### config.mk
export PLATFORM = sky130hd
export DESIGN_NAME = wh_router
export DESIGN_NICKNAME = d
export VERILOG_FILES = /design/src/rtl/wh_router_pkg.sv /design/src/rtl/wh_inport.sv /design/src/rtl/wh_rrarb.sv /design/src/rtl/wh_router.sv
export SDC_FILE = /design/constraint.sdc
export NUM_CORES = 1
export LEC_CHECK = 0
export BUFFER_PORTS_ARGS = -buffer_cell sky130_fd_sc_hd__buf_2
export CAP_MARGIN = 0
export CORE_AREA = 2 2 248 250
export CTS_BUF_LIST = sky130_fd_sc_hd__clkbuf_8
export CTS_CLUSTER_DIAMETER = 40
export DETAILED_ROUTE_END_ITERATION = 7
export DIE_AREA = 0 0 250 252
export PLACE_DENSITY = 0.66
export RECOVER_POWER = 50
export SETUP_SLACK_MARGIN = 0.2
export SYNTH_ARGS = -nofsm -noshare
export SYNTH_HDL_FRONTEND = slang
export SYNTH_SLANG_ARGS = --single-unit
### constraint.sdc
create_clock -name clk -period 6.1 [get_ports clk]
set_input_delay 0 -clock clk [delete_from_list [all_inputs] [get_ports clk]]
set_output_delay 0 -clock clk [all_outputs]
set_load 0.02 [all_outputs]
### src/rtl/wh_router_pkg.sv
package wh_router_pkg;
    localparam int unsigned DEST_W = 3;
    localparam int unsigned MAP_N  = 1 << DEST_W;

    typedef enum logic [2:0] {
        DIR_EAST  = 3'd0,
        DIR_WEST  = 3'd1,
        DIR_NORTH = 3'd2,
        DIR_SOUTH = 3'd3,
        DIR_LOCAL = 3'd4
    } dir_e;
endpackage

### src/rtl/wh_inport.sv
module wh_inport
    import wh_router_pkg::*;
#(
    parameter int unsigned NPORTS  = 5,
    parameter int unsigned FLIT_W  = 8,
    parameter int unsigned PKT_LEN = 16,
    parameter int unsigned DEPTH   = 8,
    parameter logic [MAP_N*DEST_W-1:0] ROUTE_MAP = {3'd7,3'd6,3'd5,3'd4,3'd3,3'd2,3'd1,3'd0},
    localparam int unsigned PW = (NPORTS > 1) ? $clog2(NPORTS) : 1
) (
    input  logic              clk,
    input  logic              rst_n,
    input  logic              in_valid,
    input  logic [FLIT_W-1:0] in_data,
    output logic              in_ready,
    input  logic              pop,
    output logic              head_vld,
    output logic [FLIT_W-1:0] head_data,
    output logic [PW-1:0]     req_port,
    output logic              is_last
);
    localparam int unsigned AW = (DEPTH > 1) ? $clog2(DEPTH) : 1;
    localparam int unsigned CW = $clog2(DEPTH + 1);
    localparam int unsigned LW = (PKT_LEN > 1) ? $clog2(PKT_LEN) : 1;

    typedef struct packed {
        logic [DEPTH-1:0][FLIT_W-1:0] mem;
        logic [AW-1:0]                wr;
        logic [AW-1:0]                rd;
        logic [CW-1:0]                cnt;
        logic [LW-1:0]                pos;
        logic [PW-1:0]                route;
    } inport_t;

    inport_t state_d, state_q;
    logic [DEST_W-1:0] dest_id;
    logic [DEST_W-1:0] entry;
    logic [PW-1:0]     decoded;
    logic              push, deq;

    always_comb begin
        state_d   = state_q;
        in_ready  = (state_q.cnt != CW'(DEPTH));
        head_vld  = (state_q.cnt != '0);
        head_data = state_q.mem[state_q.rd];
        dest_id   = head_data[DEST_W-1:0];
        entry     = ROUTE_MAP[dest_id*DEST_W +: DEST_W];
        decoded   = (32'(entry) >= NPORTS) ? PW'(NPORTS - 1) : entry[PW-1:0];
        req_port  = (state_q.pos == '0) ? decoded : state_q.route;
        is_last   = (state_q.pos == LW'(PKT_LEN - 1));
        push      = in_valid && in_ready;
        deq       = pop && head_vld;
        if (push) begin
            state_d.mem[state_q.wr] = in_data;
            state_d.wr = (state_q.wr == AW'(DEPTH - 1)) ? '0 : state_q.wr + 1'b1;
        end
        if (deq) begin
            state_d.rd  = (state_q.rd == AW'(DEPTH - 1)) ? '0 : state_q.rd + 1'b1;
            state_d.pos = is_last ? '0 : state_q.pos + 1'b1;
            if (state_q.pos == '0) state_d.route = decoded;
        end
        state_d.cnt = state_q.cnt + CW'(push) - CW'(deq);
    end

    always_ff @(posedge clk or negedge rst_n) begin
        if (!rst_n) state_q <= '0;
        else        state_q <= state_d;
    end

    // the queue never holds more than its depth
    p_no_overflow_r2: assert property (@(posedge clk) disable iff (!rst_n)
        state_q.cnt <= CW'(DEPTH));

    // the flit after a packet's tail is treated as a new head
    p_tail_wrap_r5: assert property (@(posedge clk) disable iff (!rst_n)
        (pop && head_vld && is_last) |=> (state_q.pos == '0));
endmodule

### src/rtl/wh_rrarb.sv
module wh_rrarb #(
    parameter int unsigned NPORTS = 5,
    localparam int unsigned PW = (NPORTS > 1) ? $clog2(NPORTS) : 1
) (
    input  logic              clk,
    input  logic              rst_n,
    input  logic [NPORTS-1:0] req,
    input  logic              fire,
    input  logic              last,
    output logic              busy,
    output logic [PW-1:0]     owner
);
    typedef struct packed {
        logic          busy;
        logic [PW-1:0] owner;
        logic [PW-1:0] ptr;
    } arb_t;

    arb_t          state_d, state_q;
    logic          found;
    logic [PW-1:0] pick;

    always_comb begin
        state_d = state_q;
        found   = 1'b0;
        pick    = '0;
        for (int k = 0; k < NPORTS; k++) begin
            int idx;
            idx = (int'(state_q.ptr) + k) % NPORTS;
            if (!found && req[idx]) begin
                found = 1'b1;
                pick  = PW'(idx);
            end
        end
        if (!state_q.busy && found) begin
            state_d.busy  = 1'b1;
            state_d.owner = pick;
        end else if (state_q.busy && fire && last) begin
            state_d.busy = 1'b0;
            state_d.ptr  = (state_q.owner == PW'(NPORTS - 1)) ? '0 : state_q.owner + 1'b1;
        end
    end

    assign busy  = state_q.busy;
    assign owner = state_q.owner;

    always_ff @(posedge clk or negedge rst_n) begin
        if (!rst_n) state_q <= '0;
        else        state_q <= state_d;
    end

    // an output stays locked to its owner until the tail flit leaves
    p_hold_grant_r5: assert property (@(posedge clk) disable iff (!rst_n)
        (state_q.busy && !(fire && last)) |=> (state_q.busy && $stable(state_q.owner)));

    // once a packet is done, the search starts after the input that sent it
    p_ptr_next_r6: assert property (@(posedge clk) disable iff (!rst_n)
        (state_q.busy && fire && last) |=> (!state_q.busy &&
            state_q.ptr == (($past(state_q.owner) == PW'(NPORTS - 1)) ? '0 : $past(state_q.owner) + 1'b1)));
endmodule

### src/rtl/wh_router.sv
module wh_router
    import wh_router_pkg::*;
#(
    parameter int unsigned NPORTS    = 5,
    parameter int unsigned FLIT_W    = 8,
    parameter int unsigned PKT_LEN   = 16,
    parameter int unsigned BUF_DEPTH = 8,
    parameter logic [MAP_N*DEST_W-1:0] ROUTE_MAP = {3'd7,3'd6,3'd5,3'd4,3'd3,3'd2,3'd1,3'd0}
) (
    input  logic                     clk,
    input  logic                     rst_n,
    input  logic [NPORTS-1:0]        in_valid,
    input  logic [NPORTS*FLIT_W-1:0] in_data,
    output logic [NPORTS-1:0]        in_ready,
    output logic [NPORTS-1:0]        out_valid,
    output logic [NPORTS*FLIT_W-1:0] out_data,
    input  logic [NPORTS-1:0]        out_ready
);
    localparam int unsigned PW = (NPORTS > 1) ? $clog2(NPORTS) : 1;

    logic [NPORTS-1:0] hv, lst, pop, busy, fire, lastv;
    logic [FLIT_W-1:0] hd   [NPORTS];
    logic [PW-1:0]     rp   [NPORTS];
    logic [PW-1:0]     own  [NPORTS];
    logic [NPORTS-1:0] reqm [NPORTS];
    logic [NPORTS-1:0] held [NPORTS];

    for (genvar i = 0; i < NPORTS; i++) begin : g_in
        wh_inport #(
            .NPORTS(NPORTS), .FLIT_W(FLIT_W), .PKT_LEN(PKT_LEN),
            .DEPTH(BUF_DEPTH), .ROUTE_MAP(ROUTE_MAP)
        ) u_in (
            .clk(clk), .rst_n(rst_n),
            .in_valid(in_valid[i]), .in_data(in_data[i*FLIT_W +: FLIT_W]),
            .in_ready(in_ready[i]), .pop(pop[i]),
            .head_vld(hv[i]), .head_data(hd[i]),
            .req_port(rp[i]), .is_last(lst[i])
        );
    end

    for (genvar j = 0; j < NPORTS; j++) begin : g_out
        wh_rrarb #(.NPORTS(NPORTS)) u_arb (
            .clk(clk), .rst_n(rst_n),
            .req(reqm[j]), .fire(fire[j]), .last(lastv[j]),
            .busy(busy[j]), .owner(own[j])
        );
    end

    // crossbar: request matrix, output mux and dequeue
    always_comb begin
        pop = '0;
        for (int j = 0; j < NPORTS; j++) begin
            for (int i = 0; i < NPORTS; i++) begin
                reqm[j][i] = hv[i] && (rp[i] == PW'(j));
                held[i][j] = busy[j] && (own[j] == PW'(i));
            end
            out_valid[j]                  = busy[j] && hv[own[j]];
            out_data[j*FLIT_W +: FLIT_W]  = hd[own[j]];
            fire[j]                       = out_valid[j] && out_ready[j];
            lastv[j]                      = lst[own[j]];
            if (fire[j]) pop[own[j]] = 1'b1;
        end
    end

    for (genvar k = 0; k < NPORTS; k++) begin : g_chk
        // a stalled output neither drops nor changes its flit
        p_out_hold_r9: assert property (@(posedge clk) disable iff (!rst_n)
            (out_valid[k] && !out_ready[k]) |=>
                (out_valid[k] && $stable(out_data[k*FLIT_W +: FLIT_W])));
        // no input is locked by two outputs at once
        p_one_owner_r8: assert property (@(posedge clk) disable iff (!rst_n)
            $onehot0(held[k]));
    end
endmodule

==> flow_metrics.py, run 1 <==
metrics = {
    "global_routing": {
        "overflow": 0,
        "grt_start_max_net_pins": 164,
        "grt_pass1_vias": 23900,
        "grt_pass1_wl_mm": 133,
        "track_usage_pct": 26.5,
        "antenna_found_initial": 2,
    },
    "routing": {
        "met3_length_mm": 6.46,
        "route.detailed.vias_per_inst": 6.21,
        "drc": 0,
        "routedWlPerCell_um": 21.6,
        "dr.pass1.iters": 6,
        "dr_wl_met2_mm": 38.9,
        "wl_met1_mm": 35.2,
        "dr_total_vias": 23900,
        "drtIter0Drc": 2129,
        "routed.top_layer": "met4",
        "drt-total-wl_mm": 83.1,
        "postRouteAntennaNets": 0,
    },
    "sta": {
        "whs_ps": 175,
        "tightest_slew_ps": 3020,
        "grt_setup_unrepaired": "no",
        "maxClockFrequency_mhz": 185,
        "fin_crit_ps": 5410,
        "setup_violations": 0,
        "finalHoldViolations": 0,
        "tns_ps": 0,
        "maxSlewHeadroom_pct": -101,
        "fin_skew_ps": 36.4,
        "finalCritPeriodShare_pct": 88.7,
        "slew_violations": 385,
    },
    "floorplanning": {
        "initial_core_util_pct": 49.5,
        "die-area_um2": 63000,
        "num_rows": 90,
        "core_area_um2": 60100,
        "dieWidth_um": 250,
        "die_y_um": 252,
        "io-pin-count": 102,
    },
    "yosys": {
        "synth_warnings": 0,
        "syn_area_um2": 29800,
        "postSynthCellCount": 2852,
        "async_reset_ff_share_pct": 100,
        "ys_types": 98,
        "ys_ff_latch": 440,
        "avgSynthCellArea_um2": 10.4,
        "synth_top_cell_area_share_pct": 37.0,
        "synth_edf_count": 0,
        "yosysSeqAreaShare_pct": 37.0,
        "yosys-top-cells-area": "dfrtp_1 37%, mux2_2 14%, ha_1 7.2%",
        "syn_nets": 3082,
        "yosysTopAreaCell": "dfrtp_1",
        "synth_ff_type": "dfrtp_1",
    },
    "layout": {
        "layout.nets": 3232,
        "multi_input_area_um2": 17800,
        "fillerInstances": 5144,
        "area_delta_synth_final_pct": 11.6,
        "final_cell_mix": "440 x dfrtp_1, 367 x mux2_2, 209 x nand2_1",
        "regArea_um2": 11000,
        "drive_above_1_share_pct": 24.9,
        "layout_commonest_cell": "dfrtp_1",
    },
    "clock_tree": {
        "clockRootBuffer": "clkbuf_8",
        "cts_tree": "yes",
        "cts_setup_buffers": 0,
        "cts_resized": 0,
        "clk_pin_slew_ps": 60,
        "clk_latency_ps": 690,
        "htreeDepth": 3,
        "cts_buffers": 81,
        "clock-sinks": 440,
        "cts_buffer_depth": 3,
    },
    "status": {
        "outcome": "finished, violations left",
        "violations": "capacitance limit, slew limit",
    },
    "run": {
        "cap_violations": 3,
    },
    "placed_design": {
        "hpwlAfterDp_mm": 60.2,
        "placement.io_buffers": 101,
        "gp_congestion": 0.910,
    },
    "setup_path": {
        "required_ps": 6640,
        "path_max_fanout": 17,
        "critical_path_class": "register to register",
        "crit_path_start_kind": "register",
        "crit_arrival_ps": 5950,
        "cp-end-kind": "register",
    },
    "min_path": {
        "min-delay-path-class": "primary input to register",
    },
}
-- state kept, by name, summed over array words and instances (netlist names) --
register / count
g_in.u_in.state_q: 405
g_out.u_arb.busy: 5
g_out.u_arb.owner: 15
g_out.u_arb.state_q: 15
-- layer usage --
layer / vias to the layer above / GRT usage (%)
met1: 11900 / 35.4
met3: 150 / 5.14
met5: - / 0
met2: 856 / 43.0
met4: 0 / 9.89
li1: 10900 / -
-- worst paths after layout --
| kind | startpoint | end | slack (ps) | cells past startpoint |
|---|---|---|---|---|
| min reg2reg | g_in[3].u_in.state_q[77] | g_in[3].u_in.state_q[77] | 500 | 1 |
| max reg2reg | g_out[3].u_arb.state_q[0] | g_out[3].u_arb.owner[2] | 690 | 19 |
| min | in_data[23] | g_in[2].u_in.state_q[32] | 170 | 3 |
| max in group asynchronous | rst_n | g_out[0].u_arb.state_q[0] | 1490 | 3 |
| max | g_out[3].u_arb.state_q[0] | g_out[3].u_arb.owner[2] | 690 | 19 |
| min in group asynchronous | rst_n | g_in[0].u_in.state_q[70] | 770 | 2 |
-- synthesized netlist by cell type (all sizes together) (10+ instances only) --
| library cell | number |
|---|---|
| dfrtp | 440 |
| mux2 | 373 |
| nand2 | 209 |
| nor2 | 175 |
| ha | 171 |
| a21oi | 157 |
| inv | 138 |
| o21ai | 123 |
| clkbuf | 91 |
| mux4 | 85 |
| mux2i | 80 |
| nand3 | 61 |
| o22ai | 61 |
| xnor2 | 57 |
| nor3 | 53 |
| nand2b | 45 |
| buf | 33 |
| o31ai | 26 |
| a21o | 24 |
| nor2b | 22 |
| a22oi | 19 |
| and3 | 19 |
| a211oi | 18 |
| and2 | 18 |
| nor3b | 18 |
| o22a | 18 |
| nor4b | 17 |
| nand4b | 16 |
| a31oi | 15 |
| nand3b | 14 |
| a32oi | 13 |
| nor4 | 13 |
| o31a | 12 |
| o211ai | 11 |
| o32ai | 11 |
| o41ai | 11 |
| o21a | 10 |
-- what timing repair did --
item / CTS / global route
setup endpoints to repair: 0 / 0
hold buffers: 51 / 0
endpoints found under the hold margin: 476 / 0
-- per-stage QoR --
| stage | area, um^2 | instances | utilization (%) | setup slack, ps |
|---|---|---|---|---|
| 3_3_place_gp | 31100 | 3650 | 51.8 | 1040 |
| 4_1_cts | 33300 | 3841 | 55.4 | 824 |
| 6_report | 33200 | 3843 | 55.3 | 692 |
| 5_1_grt | 33200 | 3842 | 55.3 | 264 |
| 3_5_place_dp | 31100 | 3650 | 51.8 | 835 |
| 2_1_floorplan | 29800 | 2852 | - | 1280 |
-- layout make-up --
type	count	share of cell area, %
Antenna cell	2	0.0151
Tap cell	782	2.94
Timing Repair Buffer	191	3.89
Multi-Input combinational cell	2143	53.4
Inverter	145	1.64
Clock buffer	101	4.18
Clock inverter	39	0.768
Sequential cell	440	33.1
-- kinds of logic after synthesis --
group / share of synthesized area, %
AOI/OAI and AO/OA: 14.2
adders and majority gates: 7.65
xor gates and xnor gates: 1.88
DFF: 37.0
buffers and inverters: 3.60
muxes: 23.2
and+or+nand+nor: 12.5
-- worst max-delay path, cell delays in order, from the launching register on --
cell	delay [ps]
dfrtp_1	740
clkinv_1	520
ha_1	420
xnor2_1	320
inv_1	150
ha_1	250
nor3_1	270
nor2_1	80
xnor2_1	260
ha_1	250
inv_1	70
o22ai_1	180
o32ai_1	150
xnor2_1	430
mux2i_1	250
o22ai_1	110
a21oi_1	310
nand2_1	90
nor2_1	240
a222oi_1	160
Power of run 1 is left out: the tool's default activity adds up to more than one toggle a clock period on the data nets, which glitch-free logic cannot reach.
==> run 2: changes to the inputs <==
Clock period 6.1 ns to 5.6 ns, I/O delays scaled along.
==> run 2 against run 1 <==
Against the previous run: the run still ends with capacitance limit, slew limit left; routed wire length increased by 0.63%; worst setup slack got worse by 71 ps; die area unchanged; global-route usage is essentially flat; clock skew rose by 0.99 ps; non-clock buffer count up 18; worst hold slack got worse by 65 ps.
==> flow_metrics.py, run 2 (same netlist as run 1, synthesis figures left out) <==
metrics = {
    "layout": {
        "layout.nets": 3252,
        "fillerInstances": 5160,
        "drive_above_1_share_pct": 25.5,
        "top_register": "g_in.u_in.state_q",
        "largest_reg_flops": 405,
        "final_cell_mix": "438 x dfrtp_1, 367 x mux2_2, 209 x nand2_1",
        "regArea_um2": 11000,
        "area_delta_synth_final_pct": 12.3,
        "layout_commonest_cell": "dfrtp_1",
        "multi_input_area_um2": 17800,
    },
    "sta": {
        "fin_skew_ps": 37.3,
        "tightest_slew_ps": 3770,
        "slew_violations": 362,
        "fin_crit_ps": 4980,
        "maxClockFrequency_mhz": 201,
        "finalHoldViolations": 0,
        "tns_ps": 0,
        "grt_setup_unrepaired": "no",
        "setup_violations": 0,
        "setup_slack_ps": 621,
        "finalCritPeriodShare_pct": 88.9,
        "whs_ps": 110,
        "maxSlewHeadroom_pct": -151,
    },
    "setup_path": {
        "required_ps": 6120,
        "critical_path_class": "register to register",
        "crit_arrival_ps": 5500,
        "crit_path_start_kind": "register",
        "path_max_fanout": 13,
        "cp-end-kind": "register",
    },
    "routing": {
        "postRouteAntennaNets": 0,
        "route.detailed.vias_per_inst": 6.18,
        "drc": 0,
        "drtIter0Drc": 2070,
        "drt-total-wl_mm": 83.6,
        "dr.pass1.iters": 6,
        "routedWlPerCell_um": 21.7,
        "dr_total_vias": 23900,
    },
    "clock_tree": {
        "clock-sinks": 440,
        "clk_latency_ps": 680,
        "clockRootBuffer": "clkbuf_8",
        "cts_buffer_depth": 3,
        "htreeDepth": 3,
        "cts_tree": "yes",
        "clk_pin_slew_ps": 50,
        "cts_buffers": 83,
        "cts_setup_buffers": 0,
    },
    "placed_design": {
        "placement.io_buffers": 101,
        "gp_congestion": 0.952,
        "pre_cts_ws_ps": 633,
        "hpwlAfterDp_mm": 60.9,
    },
    "floorplanning": {
        "io-pin-count": 102,
        "die_y_um": 252,
        "die-area_um2": 63000,
        "core_area_um2": 60100,
        "num_rows": 90,
        "initial_core_util_pct": 49.5,
        "dieWidth_um": 250,
    },
    "global_routing": {
        "grt_pass1_vias": 23900,
        "grt_start_max_net_pins": 145,
        "grt_pass1_wl_mm": 133,
        "overflow": 0,
        "track_usage_pct": 26.5,
        "antenna_found_initial": 2,
    },
    "min_path": {
        "min-delay-path-class": "primary input to register",
    },
    "status": {
        "outcome": "finished, violations left",
        "violations": "capacitance limit, slew limit",
    },
    "run": {
        "cap_violations": 4,
    },
}
run 2: changes by cell type in the layout (fill, tap and decap cells not counted), sizes merged:
cell      change
buf          +17
bufinv        +4
clkbuf        -5
clkinv        +2
clkinvlp      +3
diode         -1
inv           -3
run 2: final cells by class:
cell class	count	area share, %
Clock inverter	45	1.14
Sequential cell	440	32.9
Timing Repair Buffer	209	4.30
Inverter	145	1.63
Tap cell	782	2.92
Multi-Input combinational cell	2143	53.2
Antenna cell	1	0.00748
Clock buffer	95	3.91
run 2: per-layer routing:
| metal | global-route usage [%] | routed length (um) |
|---|---|---|
| met5 | 0 | 0 |
| met3 | 5.03 | 6290 |
| met1 | 35.5 | 35700 |
| met2 | 42.6 | 38700 |
| met4 | 10.6 | 2890 |
run 2: repair_timing:
item / in CTS / in global routing
endpoints found under the setup margin: 0 / 6
endpoints found under the hold margin: 435 / 0
hold buffers: 52 / 0
gates resized for setup: 0 / 6
run 2: worst max-delay path, stage by stage, from the launching register on:
cell      delay (ps)
dfrtp_1          490
inv_2            260
ha_1             310
inv_1             70
ha_1             360
inv_1            110
ha_1             210
or2_2            330
o21ai_0          230
xnor2_1          180
inv_1             90
ha_1             180
o22ai_1          220
o22ai_2          170
xnor2_2          300
mux2i_1          230
a21oi_1           80
or2_0            330
a31o_2           320
nor4bb_1         280
a211oi_1          90
run 2: worst paths after layout:
kind                                           start                        to  slack (ps)  cells past startpoint
max in group asynchronous                      rst_n  g_in[1].u_in.state_q[63]        1210                      4
max reg2reg                g_out[4].u_arb.state_q[1]   g_out[4].u_arb.owner[0]         620                     20
min reg2reg                 g_in[3].u_in.state_q[38]  g_in[3].u_in.state_q[38]         500                      1
max                        g_out[4].u_arb.state_q[1]   g_out[4].u_arb.owner[0]         620                     20
min                                     out_ready[4]       g_out[4].u_arb.busy         110                      4
min in group asynchronous                      rst_n  g_in[0].u_in.state_q[72]         850                      4
run 2: per-stage QoR:
step	cells	utilization [%]	instance area, um^2
global placement	3667	52.0	31300
floorplan	2852	-	29800
detailed placement	3667	52.0	31300
CTS	3859	55.7	33500
global route	3860	55.7	33500
finish	3860	55.7	33500
Power of run 2 is left out for the same reason.
